[src/rtl/ovc_pkg.sv]
// Package ovc_pkg
// Holds the shared word layout of the overlapped commutator.
// Assumes one complex sample per 32-bit word, with I in the low half.
package ovc_pkg;
    localparam int SAMPLE_W = 16;
    localparam int WORD_W   = 2 * SAMPLE_W;

    // One complex sample; Q is declared first so that it lands in the high half.
    typedef struct packed {
        logic signed [SAMPLE_W-1:0] q;
        logic signed [SAMPLE_W-1:0] i;
    } iq_word_t;
endpackage

[src/rtl/ovc_hop_counter.sv]
// Module ovc_hop_counter
// Counts the accepted samples of the current hop, modulo HOP.
// Raises wrap in the same cycle as the sample that completes the hop.
// Assumes HOP >= 2 and that adv is high only for accepted samples.
module ovc_hop_counter #(
    parameter int HOP = 16
) (
    input  logic                       clk,
    input  logic                       rst_n,
    input  logic                       adv,
    output logic [$clog2(HOP)-1:0]     cnt,
    output logic                       wrap
);
    localparam int CNT_W = $clog2(HOP);
    localparam logic [CNT_W-1:0] LAST = CNT_W'(HOP - 1);

    // wrap marks the accepted sample that closes the hop.
    always_comb begin
        wrap = adv && (cnt == LAST);
    end

    // Advance on accepted samples and return to zero after the last one.
    always_ff @(posedge clk) begin
        if (!rst_n) begin
            cnt <= '0;
        end else if (wrap) begin
            cnt <= '0;
        end else if (adv) begin
            cnt <= cnt + 1'b1;
        end
    end

    // the count stays within one hop.
    a_r2_count_range: assert property (@(posedge clk) disable iff (!rst_n)
        cnt <= LAST);

    // a completed hop starts the next one at position zero.
    a_r2_wrap_restart: assert property (@(posedge clk) disable iff (!rst_n)
        wrap |=> (cnt == '0));

    // an idle cycle leaves the hop position alone.
    a_r6_count_idle: assert property (@(posedge clk) disable iff (!rst_n)
        !adv |=> $stable(cnt));
endmodule

[src/rtl/ovc_half_shifter.sv]
// Module ovc_half_shifter
// Keeps the HOP most recent accepted samples, with slot 0 the newest.
// next_half gives the slot contents as they will be after the current
// cycle's shift. The frame register can then capture the hop together
// with the sample that completes it.
// Assumes HOP >= 2.
module ovc_half_shifter
    import ovc_pkg::*;
#(
    parameter int HOP = 16
) (
    input  logic                      clk,
    input  logic                      rst_n,
    input  logic                      adv,
    input  iq_word_t                  din,
    output logic [HOP*WORD_W-1:0]     next_half
);
    localparam int HALF_W = HOP * WORD_W;

    logic [HALF_W-1:0] slots;

    // Slot 0 takes the incoming sample; each older slot takes its younger neighbour.
    always_comb begin
        next_half[0 +: WORD_W] = adv ? din : slots[0 +: WORD_W];
    end

    for (genvar k = 1; k < HOP; k++) begin : g_slot
        // Move one place toward the older end when a sample is accepted.
        always_comb begin
            next_half[k*WORD_W +: WORD_W] = adv ? slots[(k-1)*WORD_W +: WORD_W]
                                                : slots[k*WORD_W +: WORD_W];
        end
    end

    // Register the shifted contents; reset empties every slot.
    always_ff @(posedge clk) begin
        if (!rst_n) begin
            slots <= '0;
        end else begin
            slots <= next_half;
        end
    end

    // an idle cycle leaves the stored samples untouched.
    a_r6_no_shift_idle: assert property (@(posedge clk) disable iff (!rst_n)
        !adv |=> $stable(slots));

    // an accepted sample becomes the newest slot.
    a_r3_newest_in_slot0: assert property (@(posedge clk) disable iff (!rst_n)
        adv |=> (slots[0 +: WORD_W] == $past(din)));

    // the sample that was newest moves to the next slot.
    a_r3_age_by_one: assert property (@(posedge clk) disable iff (!rst_n)
        adv |=> (slots[WORD_W +: WORD_W] == $past(slots[0 +: WORD_W])));
endmodule

[src/rtl/ovc_frame_register.sv]
// Module ovc_frame_register
// Holds the output frame. On load, the lower half takes the completed hop
// and the upper half takes the previous lower half, which gives the
// one-frame delay. valid follows load by one cycle.
// Assumes load is high at most once per hop.
module ovc_frame_register
    import ovc_pkg::*;
#(
    parameter int HOP = 16
) (
    input  logic                        clk,
    input  logic                        rst_n,
    input  logic                        load,
    input  logic [HOP*WORD_W-1:0]       new_half,
    output logic [2*HOP*WORD_W-1:0]     frame,
    output logic                        valid
);
    localparam int HALF_W = HOP * WORD_W;

    logic [HALF_W-1:0] lower_q;
    logic [HALF_W-1:0] upper_q;

    // Capture a new hop and push the old one into the delayed half.
    always_ff @(posedge clk) begin
        if (!rst_n) begin
            lower_q <= '0;
            upper_q <= '0;
        end else if (load) begin
            lower_q <= new_half;
            upper_q <= lower_q;
        end
    end

    // Pulse valid for the cycle after each load.
    always_ff @(posedge clk) begin
        if (!rst_n) begin
            valid <= 1'b0;
        end else begin
            valid <= load;
        end
    end

    // Place the current hop on the low branches and the delayed one above it.
    always_comb begin
        frame = {upper_q, lower_q};
    end

    // the delayed half repeats the previous current half.
    a_r4_delay_line: assert property (@(posedge clk) disable iff (!rst_n)
        load |=> (frame[HALF_W +: HALF_W] == $past(frame[0 +: HALF_W])));

    // without a load the frame holds.
    a_r8_hold_between: assert property (@(posedge clk) disable iff (!rst_n)
        !load |=> $stable(frame));
endmodule

[src/rtl/overlap_commutator.sv]
// Module overlap_commutator
// Top of the overlapped polyphase input commutator. Builds D-branch frames
// that advance by D/2 accepted samples. Branches 0..D/2-1 hold the newest
// hop in reversed arrival order; branches D/2..D-1 hold the hop before it.
// Assumes D is even and at least 4. Reset is synchronous and active low.
module overlap_commutator
    import ovc_pkg::*;
#(
    parameter int D = 32
) (
    input  logic                  clk,
    input  logic                  rst_n,
    input  logic                  in_valid,
    input  logic [31:0]           in_iq,
    output logic                  frame_valid,
    output logic [32*D-1:0]       frame_iq
);
    localparam int HOP   = D / 2;
    localparam int CNT_W = $clog2(HOP);

    iq_word_t                 sample;
    logic [CNT_W-1:0]         hop_pos;
    logic                     hop_done;
    logic [HOP*WORD_W-1:0]    shifted_half;

    // Read the input word with its I/Q layout.
    always_comb begin
        sample = iq_word_t'(in_iq);
    end

    ovc_hop_counter #(
        .HOP (HOP)
    ) u_hop_counter (
        .clk   (clk),
        .rst_n (rst_n),
        .adv   (in_valid),
        .cnt   (hop_pos),
        .wrap  (hop_done)
    );

    ovc_half_shifter #(
        .HOP (HOP)
    ) u_half_shifter (
        .clk       (clk),
        .rst_n     (rst_n),
        .adv       (in_valid),
        .din       (sample),
        .next_half (shifted_half)
    );

    ovc_frame_register #(
        .HOP (HOP)
    ) u_frame_register (
        .clk      (clk),
        .rst_n    (rst_n),
        .load     (hop_done),
        .new_half (shifted_half),
        .frame    (frame_iq),
        .valid    (frame_valid)
    );

    // a frame pulse lasts a single cycle.
    a_r2_single_pulse: assert property (@(posedge clk) disable iff (!rst_n)
        frame_valid |=> !frame_valid);

    // no frame follows an idle cycle.
    a_r6_gap_no_frame: assert property (@(posedge clk) disable iff (!rst_n)
        !in_valid |=> !frame_valid);

    // branch 0 of a new frame is the sample that completed the hop.
    a_r3_branch0_newest: assert property (@(posedge clk) disable iff (!rst_n)
        (in_valid && hop_done) |=> (frame_iq[31:0] == $past(in_iq)));
endmodule

[config.mk]
export PLATFORM = sky130hd
export DESIGN_NAME = overlap_commutator
export DESIGN_NICKNAME = d
export VERILOG_FILES = /design/src/rtl/ovc_pkg.sv /design/src/rtl/ovc_hop_counter.sv /design/src/rtl/ovc_half_shifter.sv /design/src/rtl/ovc_frame_register.sv /design/src/rtl/overlap_commutator.sv
export SDC_FILE = /design/constraint.sdc
export NUM_CORES = 2
export LEC_CHECK = 0
export BUFFER_PORTS_ARGS = -buffer_cell sky130_fd_sc_hd__buf_2
export CORE_AREA = 2 2 417 419
export CTS_CLUSTER_DIAMETER = 60
export DETAILED_ROUTE_END_ITERATION = 12
export DIE_AREA = 0 0 419 421
export PLACE_DENSITY_LB_ADDON = 0.25
export SLEW_MARGIN = 10
export SYNTH_ARGS = -nofsm -noshare
export SYNTH_HDL_FRONTEND = slang
export SYNTH_SLANG_ARGS = --single-unit
[constraint.sdc]
create_clock -name clk -period 2.8 [get_ports clk]
set_input_delay 0.28 -clock clk [delete_from_list [all_inputs] [get_ports clk]]
set_output_delay 0.28 -clock clk [all_outputs]
set_load 0.02 [all_outputs]
==> summary.txt <==
Place
  • Placer Congestion: 0.856
  • Pre-CTS setup slack: 0.625 ns
  • Cell total after placement: 8,626
  • Hpwl dp: 137 mm
  • # port buffers: 1,059

Logic synthesis
  • Yosys warning total: 0
  • Synth area leader: dfxtp_1
  • Post-synth net total: 5,633
  • Synth top area cells: dfxtp_1 59%, mux2i_1 9.8%, nor2_1 7.3%
  • Count of state elements after synthesis: 1,541
  • Syn Inst Count: 5,597
  • Post-synth top area share: 58.7%
  • Seq/Total Area, Yosys: 58.7%
  • Unique cell type count in the Yosys netlist: 18
  • Post-Syn Area: 52,600 um^2
  • Syn avg cell area: 9.39 um^2

Detailed routing
  • WL met2: 89.3 mm
  • WL final: 186 mm
  • Post-route ant nets: 0
  • M1 WL: 76.6 mm
  • Wirelength per Cell: 20.8 um
  • Iteration-0 DRC Markers: 2,863
  • DRC Markers: 0
  • Highest routed metal layer: met4
  • Via count: 42,178
  • Pre-antenna DRT Iters: 5
  • DR WL met3: 11.7 mm
  • Vias/cell: 4.70

Critical path
  • WP data required: 3.48 ns
  • Critical path cell sequence: dlygate4sd3_1, buf_8, buf_12, buf_4, mux2i_1, nor2_1, dlygate4sd3_1
  • WP data arrival: 2.99 ns
  • Worst setup EP type: flop
  • Crit Path Class: input port to flop
  • Number of buffer and inverter stages on the critical path: 5
  • Maximum fanout along the worst path: 39
  • Most Frequent Cell on Critical Path: dlygate4sd3_1
  • Crit path launch type: input port
  • Crit path largest cell delay: 0.62 ns
  • Slowest-stage cell, CP: dlygate4sd3_1
  • Crit-path leading delay family: buffers and inverters

Final layout
  • Area of the multi-input gates: 19,400 um^2
  • Layout cells sized above 1: 21.7%
  • N_diodes: 0
  • Fillers: 17,416
  • Final Non-Filler Cells: 8,967
  • Layout Nets: 6,543
  • Area Growth Syn to Fin: 25.2%
  • Final core utilization: 38.2%
  • Register area: 30,800 um^2

GRT
  • Vias in the first global route: 38,996
  • Remaining Overflow, GRT: 0
  • Wire length of the first global-routing pass: 267 mm
  • Initial antenna violation count: 0
  • Largest net degree at the start of global routing: 163
  • GRT Total Usage: 20.2%

Clocking
  • Cts bufs inserted: 167
  • Root Driver: clkbuf_16
  • CTS H-tree depth: 4
  • CTS sink cnt: 1,541
  • Worst-Skew Late Latency: 0.82 ns
  • Clock tree from TritonCTS: yes
  • Clock Path Buffers: 3
  • CTS clk-pin slew, worst paths: 0.06 ns

Floorplanning
  • Core footprint: 172,000 um^2
  • I/O pin total: 1,060
  • Chip Width: 419 um
  • Die area: 176,000 um^2
  • FP Rows: 153
  • Die height: 421 um
  • Starting Density: 30.5%

Timing
  • Endpoints failing setup: 0
  • Post-route minimum period: 2.31 ns
  • Slew Limit Headroom: 46.1%
  • Final TNS setup: 0 ns
  • Fmax: 434 MHz
  • Hold slack: 0.284 ns
  • RSZ-0062 raised after global routing: false
  • Clock Skew: 0.0235 ns
  • Tcrit/Tclk final: 82.3%
  • Final Max Tran Viols: 0
  • Slew at the pin with the worst max-slew slack: 0.809 ns
  • Hold Fails Final Rpt: 0
  • Final worst setup slack: 0.495 ns

Min path
  • Hold/Removal Path Class: input port to flop

Pwr
  • Max VDD drop: 0.596 mV
  • Leak pwr: 27.1 nW
  • PD cells: 690 nW/um^2

Run status
  • Outcome: complete, no violations

Flow run
  • Max Cap Viol: 0
## area by class of cell
cell class | instances | area share [%]
sequential | 1541 | 46.9
multi-input combinational | 3599 | 29.5
timing repair buffer | 1197 | 10.7
clock buffer | 256 | 7.65
inverter | 1 | 0.0171
tap | 2325 | 4.42
clock inverter | 48 | 0.912
## routing by layer
layer / track usage, % / vias to the layer above
li1: - / 20693
met1: 24.6 / 20028
met2: 33.7 / 1167
met3: 4.91 / 290
met4: 9.19 / 0
met5: 0 / -
## metrics by stage
| step | total power [mW] | cell area, um^2 |
|---|---|---|
| 6_report | 45.4 | 65800 |
| 5_1_grt | 46.9 | 65800 |
| 4_1_cts | 46.0 | 65800 |
| 3_5_place_dp | 23.5 | 59800 |
| 3_3_place_gp | 23.5 | 59800 |
| 2_1_floorplan | 23.2 | 52600 |
## cell usage in the layout, fill, tap and decap left out, types with 8 or more instances in the layout
cell	instances
buf_2	1058
mux2i_1	513
nand2_1	1026
clkbuf_1	38
clkinv_8	8
dfxtp_1	1541
clkbuf_16	168
dlygate4sd3_1	37
clkinv_2	19
nor2_1	1029
buf_4	55
a211oi_2	16
clkbuf_8	50
a21oi_1	512
a211oi_1	496
buf_12	46
## worst register-to-register path: cells and delay by family (launching register included)
family	cells	cell delay, ns
buffers and inverters	2	0.91
and+or+nand+nor	2	0.39
AOI/OAI and AO/OA	1	0.23
adders and majority gates	1	0.20
DFF	1	0.37
## power by group
| group | total [mW] | internal, mW | switching (mW) |
|---|---|---|---|
| Clock | 22.4 | 13.0 | 9.34 |
| Sequential | 22.1 | 22.0 | 0.0727 |
| Combinational | 1.01 | 0.342 | 0.666 |
| Total | 45.4 | 35.4 | 10.1 |
## cells in the mapped netlist (all sizes together)
library cell	number
nand2	1026
ha	1
nand4	2
xnor2	1
nor2	1029
a211oi	512
mux2i	513
clkbuf	205
inv	1
and4	1
a21oi	512
dfxtp	1541
buf	251
xor2	2
## state kept, by name, indices dropped and copies added (netlist names)
signal and cells:
u_frame_register.upper_q 512, u_half_shifter.slots 512, u_frame_register.valid 1, u_frame_register.lower_q 512, u_hop_counter.cnt 4
## final timing paths
path                                      start                       endpoint  slack (ns)  cells after the start
setup / recovery                       in_valid        u_half_shifter.slots[1]        0.49                      7
hold / removal                        in_iq[24]       u_half_shifter.slots[24]        0.28                      4
setup reg to reg           u_hop_counter.cnt[0]  u_frame_register.lower_q[358]        0.59                      6
hold reg to reg   u_frame_register.upper_q[271]  u_frame_register.upper_q[271]        0.45                      2
## timing repair
| action | 4_1_cts | 5_1_grt |
|---|---|---|
| setup buffers | 0 | 0 |
| resized for setup | 0 | 0 |
| hold endpoints to repair | 72 | 0 |
| hold buffers | 37 | 0 |
## logic make-up after synthesis
group           count (synthesis)  synth area share, %
flops                        1541                 58.7
compound gates               1024                 12.3
mux                           513                 9.77
simple gates                 2058                 14.7
xor+xnor                        3               0.0500
buf+inv                       457                 4.41
fa+ha+maj                       1               0.0238
(Power assumes the default switching activity.)
